$ cat config.mk
export PLATFORM = sky130hd
export DESIGN_NAME = pfd_overlap
export DESIGN_NICKNAME = d
export VERILOG_FILES = /design/src/rtl/pfd_pkg.sv /design/src/rtl/pfd_rise_det.sv /design/src/rtl/pfd_overlap_timer.sv /design/src/rtl/pfd_overlap.sv
export SDC_FILE = /design/constraint.sdc
export NUM_CORES = 1
export LEC_CHECK = 0
export BUFFER_PORTS_ARGS = -buffer_cell sky130_fd_sc_hd__buf_2
export CAP_MARGIN = 20
export CORE_AREA = 10 10 47 49
export DETAILED_ROUTE_END_ITERATION = 6
export DIE_AREA = 0 0 57 59
export RECOVER_POWER = 25
export SYNTH_ARGS = -nofsm -noshare
export SYNTH_HDL_FRONTEND = slang
export SYNTH_SLANG_ARGS = --single-unit
$ cat constraint.sdc
create_clock -name clk_i -period 2.9 [get_ports clk_i]
set_input_delay 0.145 -clock clk_i [delete_from_list [all_inputs] [get_ports clk_i]]
set_output_delay 0.145 -clock clk_i [all_outputs]
set_load 0.1 [all_outputs]
$ cat src/rtl/pfd_pkg.sv
package pfd_pkg;
    parameter int unsigned DLY_W = 4;

    typedef struct packed {
        logic up;
        logic dn;
    } pfd_out_t;

    typedef struct packed {
        logic             active;
        logic [DLY_W-1:0] cnt;
    } pfd_timer_t;
endpackage

$ cat src/rtl/pfd_rise_det.sv
module pfd_rise_det (
    input  logic clk_i,
    input  logic rst_ni,
    input  logic lvl_i,
    output logic rise_o
);
    logic prev_d, prev_q;

    always_comb begin
        prev_d = lvl_i;
        rise_o = lvl_i & ~prev_q;
    end

    always_ff @(posedge clk_i or negedge rst_ni) begin
        if (!rst_ni) prev_q <= 1'b0;
        else         prev_q <= prev_d;
    end

    // A held level cannot report two rises in a row
    assert_single_rise_R8: assert property (@(posedge clk_i) disable iff (!rst_ni)
        rise_o |=> !rise_o);
endmodule

$ cat src/rtl/pfd_overlap_timer.sv
module pfd_overlap_timer
    import pfd_pkg::*;
(
    input  logic             clk_i,
    input  logic             rst_ni,
    input  logic             arm_i,
    input  logic [DLY_W-1:0] dly_i,
    output logic             busy_o,
    output logic             done_o
);
    localparam logic [DLY_W-1:0] ONE = DLY_W'(1);

    pfd_timer_t st_d, st_q;
    logic [DLY_W-1:0] load_val;

    always_comb begin
        load_val = (dly_i == '0) ? ONE : dly_i;
        busy_o   = st_q.active;
        done_o   = st_q.active && (st_q.cnt == ONE);
        st_d     = st_q;
        if (arm_i) begin
            st_d.active = 1'b1;
            st_d.cnt    = load_val;
        end else if (st_q.active) begin
            if (st_q.cnt == ONE) begin
                st_d.active = 1'b0;
                st_d.cnt    = '0;
            end else begin
                st_d.cnt = st_q.cnt - ONE;
            end
        end
    end

    always_ff @(posedge clk_i or negedge rst_ni) begin
        if (!rst_ni) st_q <= '0;
        else         st_q <= st_d;
    end

    assert_cnt_nonzero_R4: assert property (@(posedge clk_i) disable iff (!rst_ni)
        st_q.active |-> (st_q.cnt != '0));
    assert_ends_after_done_R3: assert property (@(posedge clk_i) disable iff (!rst_ni)
        (done_o && !arm_i) |=> !st_q.active);
    assert_keeps_running_R3: assert property (@(posedge clk_i) disable iff (!rst_ni)
        (st_q.active && !done_o) |=> st_q.active);
endmodule

$ cat src/rtl/pfd_overlap.sv
module pfd_overlap
    import pfd_pkg::*;
(
    input  logic             clk_i,
    input  logic             rst_ni,
    input  logic             ref_i,
    input  logic             fb_i,
    input  logic [DLY_W-1:0] dly_i,
    output logic             up_o,
    output logic             dn_o
);
    logic [1:0] lvl, rise;
    logic       busy, done, arm;
    pfd_out_t   out_d, out_q;

    assign lvl = {fb_i, ref_i};

    for (genvar g = 0; g < 2; g++) begin : g_det
        pfd_rise_det u_det (
            .clk_i  (clk_i),
            .rst_ni (rst_ni),
            .lvl_i  (lvl[g]),
            .rise_o (rise[g])
        );
    end

    always_comb begin
        out_d = out_q;
        if (busy) begin
            if (done) out_d = '0;
        end else begin
            out_d.up = out_q.up | rise[0];
            out_d.dn = out_q.dn | rise[1];
        end
        arm = !busy && out_d.up && out_d.dn;
    end

    pfd_overlap_timer u_timer (
        .clk_i  (clk_i),
        .rst_ni (rst_ni),
        .arm_i  (arm),
        .dly_i  (dly_i),
        .busy_o (busy),
        .done_o (done)
    );

    always_ff @(posedge clk_i or negedge rst_ni) begin
        if (!rst_ni) out_q <= '0;
        else         out_q <= out_d;
    end

    assign up_o = out_q.up;
    assign dn_o = out_q.dn;

    assert_both_high_timed_R3: assert property (@(posedge clk_i) disable iff (!rst_ni)
        (out_q.up && out_q.dn) |-> busy);
    assert_clear_together_R3: assert property (@(posedge clk_i) disable iff (!rst_ni)
        done |=> (!out_q.up && !out_q.dn));
    assert_ignore_in_window_R7: assert property (@(posedge clk_i) disable iff (!rst_ni)
        (busy && !done) |=> ($stable(out_q.up) && $stable(out_q.dn)));
    assert_up_needs_rise_R8: assert property (@(posedge clk_i) disable iff (!rst_ni)
        (!out_q.up && !rise[0]) |=> !out_q.up);
    assert_dn_needs_rise_R8: assert property (@(posedge clk_i) disable iff (!rst_ni)
        (!out_q.dn && !rise[1]) |=> !out_q.dn);
endmodule

==> results of run 1 <==
worst max-delay path by stage:
stage	endpoint	slack, ns	from
global route	u_timer.st_q[2]	1.20	ref_i
finish	u_timer.st_q[2]	1.28	ref_i
global placement	u_timer.st_q[3]	1.44	u_timer.st_q[2]
CTS	u_timer.st_q[2]	1.29	ref_i
floorplan	u_timer.st_q[2]	0.94	dn_o
detailed placement	u_timer.st_q[3]	1.42	u_timer.st_q[2]
sequential cells by signal, summed over array words and instances (netlist names):
| register | count |
|---|---|
| u_timer.st_q | 4 |
| up_o | 1 |
| g_det.u_det.prev_q | 2 |
| dn_o | 1 |
| u_timer.busy_o | 1 |
through the flow:
stage / cell area (um2) / hold slack (ns) / power (W)
2_1_floorplan: 464 / -0.151 / 0.000475
3_3_place_gp: 526 / 0.00651 / 0.000530
3_5_place_dp: 526 / 0.0112 / 0.000534
4_1_cts: 582 / 0.127 / 0.000640
5_1_grt: 581 / 0.135 / 0.000685
6_report: 581 / 0.135 / 0.000632
metal layers:
layer,wire [um],GRT usage (%),vias to the layer above
met5,0,0,-
met4,12,3.02,0
met3,46,3.86,3
met2,423,8.68,9
met1,421,6.73,169
li1,-,-,179
critical path, cell delays in order:
cell	delay [ns]
sky130_fd_sc_hd__dlygate4sd3_1	0.53
sky130_fd_sc_hd__buf_2	0.11
sky130_fd_sc_hd__nor2b_1	0.19
sky130_fd_sc_hd__o22ai_2	0.17
sky130_fd_sc_hd__mux2_2	0.29
sky130_fd_sc_hd__a221o_2	0.33
cell usage in the layout, fill, tap and decap left out, types with 2 or more instances in the layout:
master                          netlist  final
sky130_fd_sc_hd__buf_2                0      8
sky130_fd_sc_hd__clkbuf_1             1      2
sky130_fd_sc_hd__clkbuf_4             0      3
sky130_fd_sc_hd__dfrtp_1              9      9
sky130_fd_sc_hd__dlygate4sd3_1        0      3
sky130_fd_sc_hd__ha_1                 2      2
sky130_fd_sc_hd__inv_1                3      3
sky130_fd_sc_hd__mux2_2               2      2
sky130_fd_sc_hd__mux2i_1              3      3
sky130_fd_sc_hd__nand2_1              2      2
sky130_fd_sc_hd__nor2_1               3      3
sky130_fd_sc_hd__nor2b_1              2      2
sky130_fd_sc_hd__o21ai_0              4      4
sky130_fd_sc_hd__o21bai_1             2      2
layout make-up:
cell class | count | area, um2 | share of cell area, %
inverter | 3 | 11.3 | 1.94
timing repair buffer | 12 | 73.8 | 12.7
multi-input combinational | 29 | 224 | 38.6
sequential | 9 | 225 | 38.8
tap | 16 | 20.0 | 3.45
clock buffer | 4 | 26.3 | 4.53
logic make-up (layout without fill, tap and decap cells):
family	count (synthesis)	count (layout)	synth area share, %
AOI/OAI and AO/OA	9	9	14.8
adders and majority gates	2	2	5.39
buffers and inverters	4	19	3.23
DFF	9	9	48.5
muxes	6	6	14.6
and+or+nand+nor	12	12	13.5
power groups by stage:
| stage | clock network (W) | logic, W | registers, W |
|---|---|---|---|
| final | 0.0000993 | 0.000300 | 0.000233 |
| after CTS | 0.000104 | 0.000303 | 0.000233 |
| after global routing | 0.000111 | 0.000333 | 0.000241 |
| after global placement | 0 | 0.000295 | 0.000235 |
| after detailed placement | 0 | 0.000298 | 0.000236 |
| after floorplan | 0 | 0.000192 | 0.000283 |
==> flow_metrics.py, run 1 <==
metrics = {
    "clock_network": {
        "tritoncts": "done",
        "clock_insertion_delay_worst_skew_ns": 0.27,
        "total_clock_buffers_created_by_cts": 3,
        "cts_resized": 0,
        "ctsHtreeMaxLevel": 1,
        "clock_path_buffers": 2,
        "postCtsHoldBufs": 3,
        "cts_setup_buffers": 0,
        "clock-root-buffer": "sky130_fd_sc_hd__clkbuf_4",
        "clk_pin_slew_ns": 0.06,
        "numClockSinks": 9,
    },
    "sta": {
        "finalSetupTns_ns": 0,
        "maxClockFrequency_ghz": 0.615,
        "finClkSkew_ns": 0.00374,
        "final.setup.worst_slack_ns": 1.28,
        "worst_slew_pin_slew_ns": 0.483,
        "fin_crit_sh_pct": 56.0,
        "post-route-min-period_ns": 1.62,
        "max_slew_violation_total_from_the_final_report": 0,
        "setup_violating_endpoint_count_in_the_final_report": 0,
        "unrepaired_setup_endpoints_after_global_routing": "no",
        "final_hold_viol_count": 0,
        "slew_headroom_pct": 67.8,
    },
    "pwr": {
        "seqPwrFrac_pct": 36.8,
        "p_int_w": 0.000357,
        "power.share.combinational_pct": 47.5,
        "irDropWorstVdd_v": 0.000549,
        "switching_share_pct": 43.4,
        "total_leakage_power_nw": 0.268,
        "clock_network_fraction_of_total_power_pct": 15.7,
        "power_switching_w": 0.000275,
        "power-per-cell-area_nw_per_um2": 1090,
    },
    "detailed_routing": {
        "drcViolationCount": 0,
        "detailed_route_iter0_violations": 5,
        "num_vias": 360,
        "via_per_inst": 4.93,
        "wire_per_inst_um": 12.4,
        "finalWirelength_um": 904,
        "detail-route-antenna-nets": 0,
        "drt_pre_antenna_iters": 4,
    },
    "global_routing": {
        "largest_net_degree_at_the_start_of_global_routing": 12,
        "antenna_found_initial": 0,
        "gr-usage-all-layers_pct": 6.03,
        "first_global_vias": 364,
        "globalRouteOverflowTotal": 0,
        "grt_pass1_wl_um": 1550,
    },
    "floorplan": {
        "initial_utilization_pct": 33.1,
        "fp.coreArea_um2": 1400,
        "num_rows": 14,
        "floorplan.die_area_um2": 3360,
        "floorplan.die.height_um": 59,
        "boundaryPins": 10,
        "x_dimension_of_the_die_um": 57,
    },
    "logic_synthesis": {
        "synth_nets": 52,
        "ys_seq_elements": 9,
        "post_syn_area_per_cell_um2": 11.1,
        "post_synth_instance_area_um2": 464,
        "fraction_of_the_yosys_area_taken_by_sequential_cells_pct": 48.5,
        "async_flop_share_pct": 100,
        "yosys.cell_count.top_type": "sky130_fd_sc_hd__dfrtp_1",
        "yosysWarningCount": 0,
        "synth.top_cells.by_area": "sky130_fd_sc_hd__dfrtp_1 49%, sky130_fd_sc_hd__mux2i_1 6.5%, sky130_fd_sc_hd__ha_1 5.4%, sky130_fd_sc_hd__mux2_2 4.9%, sky130_fd_sc_hd__o21ai_0 4.3%",
        "synth_top_cell_area_share_pct": 48.5,
        "synth_cells": 42,
        "yosys.cell_types.count": 20,
        "synth_largest_area_cell": "sky130_fd_sc_hd__dfrtp_1",
        "synth_edf_count": 0,
        "synth_commonest_cells": "9 x sky130_fd_sc_hd__dfrtp_1, 4 x sky130_fd_sc_hd__o21ai_0, 3 x sky130_fd_sc_hd__inv_1, 3 x sky130_fd_sc_hd__mux2i_1, 3 x sky130_fd_sc_hd__nor2_1",
        "postSynth.topFlopCell": "sky130_fd_sc_hd__dfrtp_1",
    },
    "worst_setup_path": {
        "critPathMaxFanout": 6,
        "startpoint_type": "input port",
        "reg2reg_to": "u_timer.st_q[3]",
        "end_kind": "flop",
        "worst-endpoint-arrival_ns": 1.78,
        "timing.reg2reg.worst_path_depth": 3,
        "regToRegStartpoint": "u_timer.st_q[2]",
        "critical_path_class": "input port to flop",
        "r2r_slack_ns": 1.42,
        "worst_ep_required_time_ns": 3.05,
    },
    "finish": {
        "final_core_occ_pct": 41.4,
        "drive_above_1_share_pct": 28.1,
        "area_delta_synth_final_pct": 25.1,
        "fin_cells": 73,
        "n_diodes": 0,
        "fillerInstances": 150,
        "finalNetCount": 68,
    },
    "run_status": {
        "status": "finished, final reports clean",
    },
    "worst_hold_path": {
        "hold_path.class": "input port to flop",
        "hold_path_end": "u_timer.st_q[2]",
        "holdPathStages": 2,
        "timing.hold.worst.start": "dly_i[2]",
    },
    "placement": {
        "place.detailed.instances": 66,
        "hpwlAfterDp_um": 682,
        "place.gp.congestion": 0.831,
        "pre_cts_slack_ns": 1.42,
        "portBuffers": 9,
    },
    "run": {
        "cap_violations": 0,
    },
}
No activity file was read; power rests on OpenSTA's default activity.
==> run 2: changes to the inputs <==
--- a/config.mk
+++ b/config.mk
@@ -5,6 +5,7 @@
 export SDC_FILE = /design/constraint.sdc
 export NUM_CORES = 1
 export LEC_CHECK = 0
+export ABC_AREA = 1
 export BUFFER_PORTS_ARGS = -buffer_cell sky130_fd_sc_hd__buf_2
 export CAP_MARGIN = 20
 export CORE_AREA = 10 10 47 49
==> constraint.sdc (replaced) <==
create_clock -name clk_i -period 1.7 [get_ports clk_i]
set_input_delay 0.085 -clock clk_i [delete_from_list [all_inputs] [get_ports clk_i]]
set_output_delay 0.085 -clock clk_i [all_outputs]
set_load 0.1 [all_outputs]
==> flow_metrics.py, run 2 <==
metrics = {
    "detailed_routing": {
        "finalWirelength_um": 1020,
        "drt_pre_antenna_iters": 3,
        "wire_per_inst_um": 10.6,
        "detail-route-antenna-nets": 0,
        "detailed_route_iter0_violations": 2,
        "num_vias": 429,
        "via_per_inst": 4.47,
        "drcViolationCount": 0,
    },
    "worst_hold_path": {
        "timing.hold.worst.start": "dly_i[3]",
        "hold_path_end": "u_timer.st_q[3]",
        "hold_path.class": "input port to flop",
        "holdPathStages": 5,
    },
    "pwr": {
        "power_switching_w": 0.000613,
        "p_int_w": 0.000610,
        "total_power_w": 0.00122,
        "switching_share_pct": 50.1,
        "power-per-cell-area_nw_per_um2": 1890,
        "seqPwrFrac_pct": 30.3,
        "power.share.combinational_pct": 56.5,
        "total_leakage_power_nw": 0.374,
        "irDropWorstVdd_v": 0.000714,
        "clock_network_fraction_of_total_power_pct": 13.3,
    },
    "finish": {
        "postLayoutCellArea_um2": 648,
        "drive_above_1_share_pct": 22.5,
        "regMostFlops": "u_timer.st_q",
        "finalNetCount": 91,
        "mostFrequentLayoutCell": "sky130_fd_sc_hd__nand2_1",
        "largest_registers": "u_timer.st_q: 4 flops, g_det.u_det.prev_q: 2 flops",
        "largest_register_ffs": 4,
        "layout.cells.most_common_list": "18 x sky130_fd_sc_hd__nand2_1, 11 x sky130_fd_sc_hd__inv_1, 9 x sky130_fd_sc_hd__dfrtp_1",
        "n_diodes": 0,
        "area_delta_synth_final_pct": 22.7,
    },
    "global_routing": {
        "largest_net_degree_at_the_start_of_global_routing": 10,
        "grt_pass1_wl_um": 1830,
        "gr-usage-all-layers_pct": 6.99,
        "antenna_found_initial": 0,
        "first_global_vias": 424,
        "globalRouteOverflowTotal": 0,
    },
    "logic_synthesis": {
        "post_syn_area_per_cell_um2": 8.25,
        "fraction_of_the_yosys_area_taken_by_sequential_cells_pct": 42.7,
        "ys_seq_elements": 9,
        "post_synth_instance_area_um2": 528,
        "yosysWarningCount": 0,
        "synth_top_cell_area_share_pct": 42.7,
        "synth_nets": 74,
        "yosys.cell_types.count": 17,
        "synth_cells": 64,
        "async_flop_share_pct": 100,
        "synth_edf_count": 0,
        "synth_commonest_cells": "18 x sky130_fd_sc_hd__nand2_1, 11 x sky130_fd_sc_hd__inv_1, 9 x sky130_fd_sc_hd__dfrtp_1, 7 x sky130_fd_sc_hd__nand3_1, 4 x sky130_fd_sc_hd__nor2_1",
        "yosys.cell_count.top_type": "sky130_fd_sc_hd__nand2_1",
        "postSynth.topFlopCell": "sky130_fd_sc_hd__dfrtp_1",
        "synth.top_cells.by_area": "sky130_fd_sc_hd__dfrtp_1 43%, sky130_fd_sc_hd__nand2_1 13%, sky130_fd_sc_hd__inv_1 7.8%, sky130_fd_sc_hd__nand3_1 6.6%, sky130_fd_sc_hd__ha_1 4.7%",
        "synth_largest_area_cell": "sky130_fd_sc_hd__dfrtp_1",
    },
    "worst_setup_path": {
        "end_kind": "flop",
        "critPathMaxFanout": 4,
        "regToRegStartpoint": "u_timer.st_q[0]",
        "critical_path_class": "flop to flop",
        "timing.reg2reg.worst_path_depth": 6,
        "reg2reg_to": "u_timer.st_q[1]",
        "crit_slowest_cell": "sky130_fd_sc_hd__dfrtp_1",
        "startpoint_type": "flop",
        "cp_cell_sequence": "inv_1 -> ha_1 -> or2_1 -> nand2_1 -> inv_1 -> nand2_1",
        "worst-endpoint-arrival_ns": 1.38,
        "r2r_slack_ns": 0.51,
        "cpPeakStageDelay_ns": 0.39,
        "worst_ep_required_time_ns": 1.90,
    },
    "floorplan": {
        "floorplan.die.height_um": 59,
        "x_dimension_of_the_die_um": 57,
        "fp.coreArea_um2": 1400,
        "boundaryPins": 10,
        "initial_utilization_pct": 37.7,
        "num_rows": 14,
        "floorplan.die_area_um2": 3360,
    },
    "placement": {
        "dpl_cell_area_um2": 593,
        "hpwlAfterDp_um": 829,
        "place.gp.congestion": 0.712,
        "portBuffers": 9,
    },
    "sta": {
        "max_slew_violation_total_from_the_final_report": 0,
        "finClkSkew_ns": 0.00256,
        "final_hold_viol_count": 0,
        "setup_violating_endpoint_count_in_the_final_report": 0,
        "unrepaired_setup_endpoints_after_global_routing": "no",
        "slew_headroom_pct": 67.7,
        "maxClockFrequency_ghz": 0.841,
        "post-route-min-period_ns": 1.19,
        "finalSetupTns_ns": 0,
        "worst_slew_pin_slew_ns": 0.484,
        "fin_crit_sh_pct": 69.9,
        "final.hold.worst_slack_ns": 0.158,
    },
    "clock_network": {
        "clk_pin_slew_ns": 0.06,
        "tritoncts": "done",
        "clock_path_buffers": 2,
        "total_clock_buffers_created_by_cts": 3,
        "clock-root-buffer": "sky130_fd_sc_hd__clkbuf_4",
        "ctsHtreeMaxLevel": 1,
        "clock_insertion_delay_worst_skew_ns": 0.26,
        "numClockSinks": 9,
    },
    "run": {
        "cap_violations": 0,
    },
    "run_status": {
        "status": "finished, final reports clean",
    },
}
## run 2: changes by cell type after synthesis, moves of 2 or more
| cell | before | now |
|---|---|---|
| sky130_fd_sc_hd__mux2i_1 | 3 | 0 |
| sky130_fd_sc_hd__inv_1 | 3 | 11 |
| sky130_fd_sc_hd__mux2_2 | 2 | 0 |
| sky130_fd_sc_hd__nor2b_1 | 2 | 0 |
| sky130_fd_sc_hd__nand2_4 | 0 | 2 |
| sky130_fd_sc_hd__nand2_1 | 2 | 18 |
| sky130_fd_sc_hd__nand3_1 | 1 | 7 |
| sky130_fd_sc_hd__o21ai_0 | 4 | 1 |
| sky130_fd_sc_hd__inv_2 | 0 | 2 |
## run 2: cell type report
class	count	area, um2
Fill cell	145	753
Multi-Input combinational cell	42	254
Sequential cell	9	225
Timing Repair Buffer	12	73.8
Inverter	13	48.8
Clock buffer	4	26.3
Tap cell	16	20.0
## run 2: worst max-delay path by stage
stage / start / slack [ns] / depth (start not counted) / to
detailed placement: u_timer.st_q[0] / 0.51 / 6 / u_timer.st_q[1]
global placement: u_timer.st_q[0] / 0.53 / 6 / u_timer.st_q[1]
global route: u_timer.st_q[1] / 0.43 / 9 / u_timer.st_q[3]
floorplan: up_o / 0.02 / 5 / u_timer.st_q[2]
finish: u_timer.st_q[0] / 0.51 / 6 / u_timer.st_q[1]
CTS: u_timer.st_q[0] / 0.50 / 6 / u_timer.st_q[1]
## run 2: worst max-delay path: cells and delay by family (launching register included)
family | cells | cell delay [ns]
flip-flops | 1 | 0.39
buffers and inverters | 2 | 0.17
AND/OR/NAND/NOR | 3 | 0.33
adder cells (fa/ha/maj) | 1 | 0.24
## run 2: per-stage QoR
step                util [%]  setup slack, ns  instances
floorplan                  -           0.0233         64
global placement        42.3            0.534         89
detailed placement      42.3            0.513         89
CTS                     46.3            0.503         96
global route            46.3            0.427         96
finish                  46.3            0.511         96
## run 2: power by group through the flow
stage               combinational (W)  clock (W)  sequential [W]
finish                       0.000691   0.000163        0.000370
global route                 0.000787   0.000182        0.000378
CTS                          0.000699   0.000171        0.000370
detailed placement           0.000694          0        0.000374
floorplan                    0.000426          0        0.000508
global placement             0.000678          0        0.000374
## run 2: what timing repair did
item                                   4_1_cts  5_1_grt
endpoints found under the hold margin       11        0
resized for setup                            0        0
hold buffers                                 3        0
buffers inserted                             0        0
setup endpoints to repair                    0        0
## run 2: per-layer routing
layer	global-route usage, %	vias up	part of all wire (%)
li1	-	229	-
met1	7.59	192	44
met2	10.9	6	48
met3	2.79	2	6.7
met4	5.03	0	1.1
met5	0	-	0
## run 2: cells by family after synthesis
kind of cell | share of synthesized area (%)
AOI/OAI and AO/OA | 6.87
xor gates and xnor gates | 1.66
adders and majority gates | 4.74
buffers and inverters | 9.24
DFF | 42.7
and+or+nand+nor | 34.8
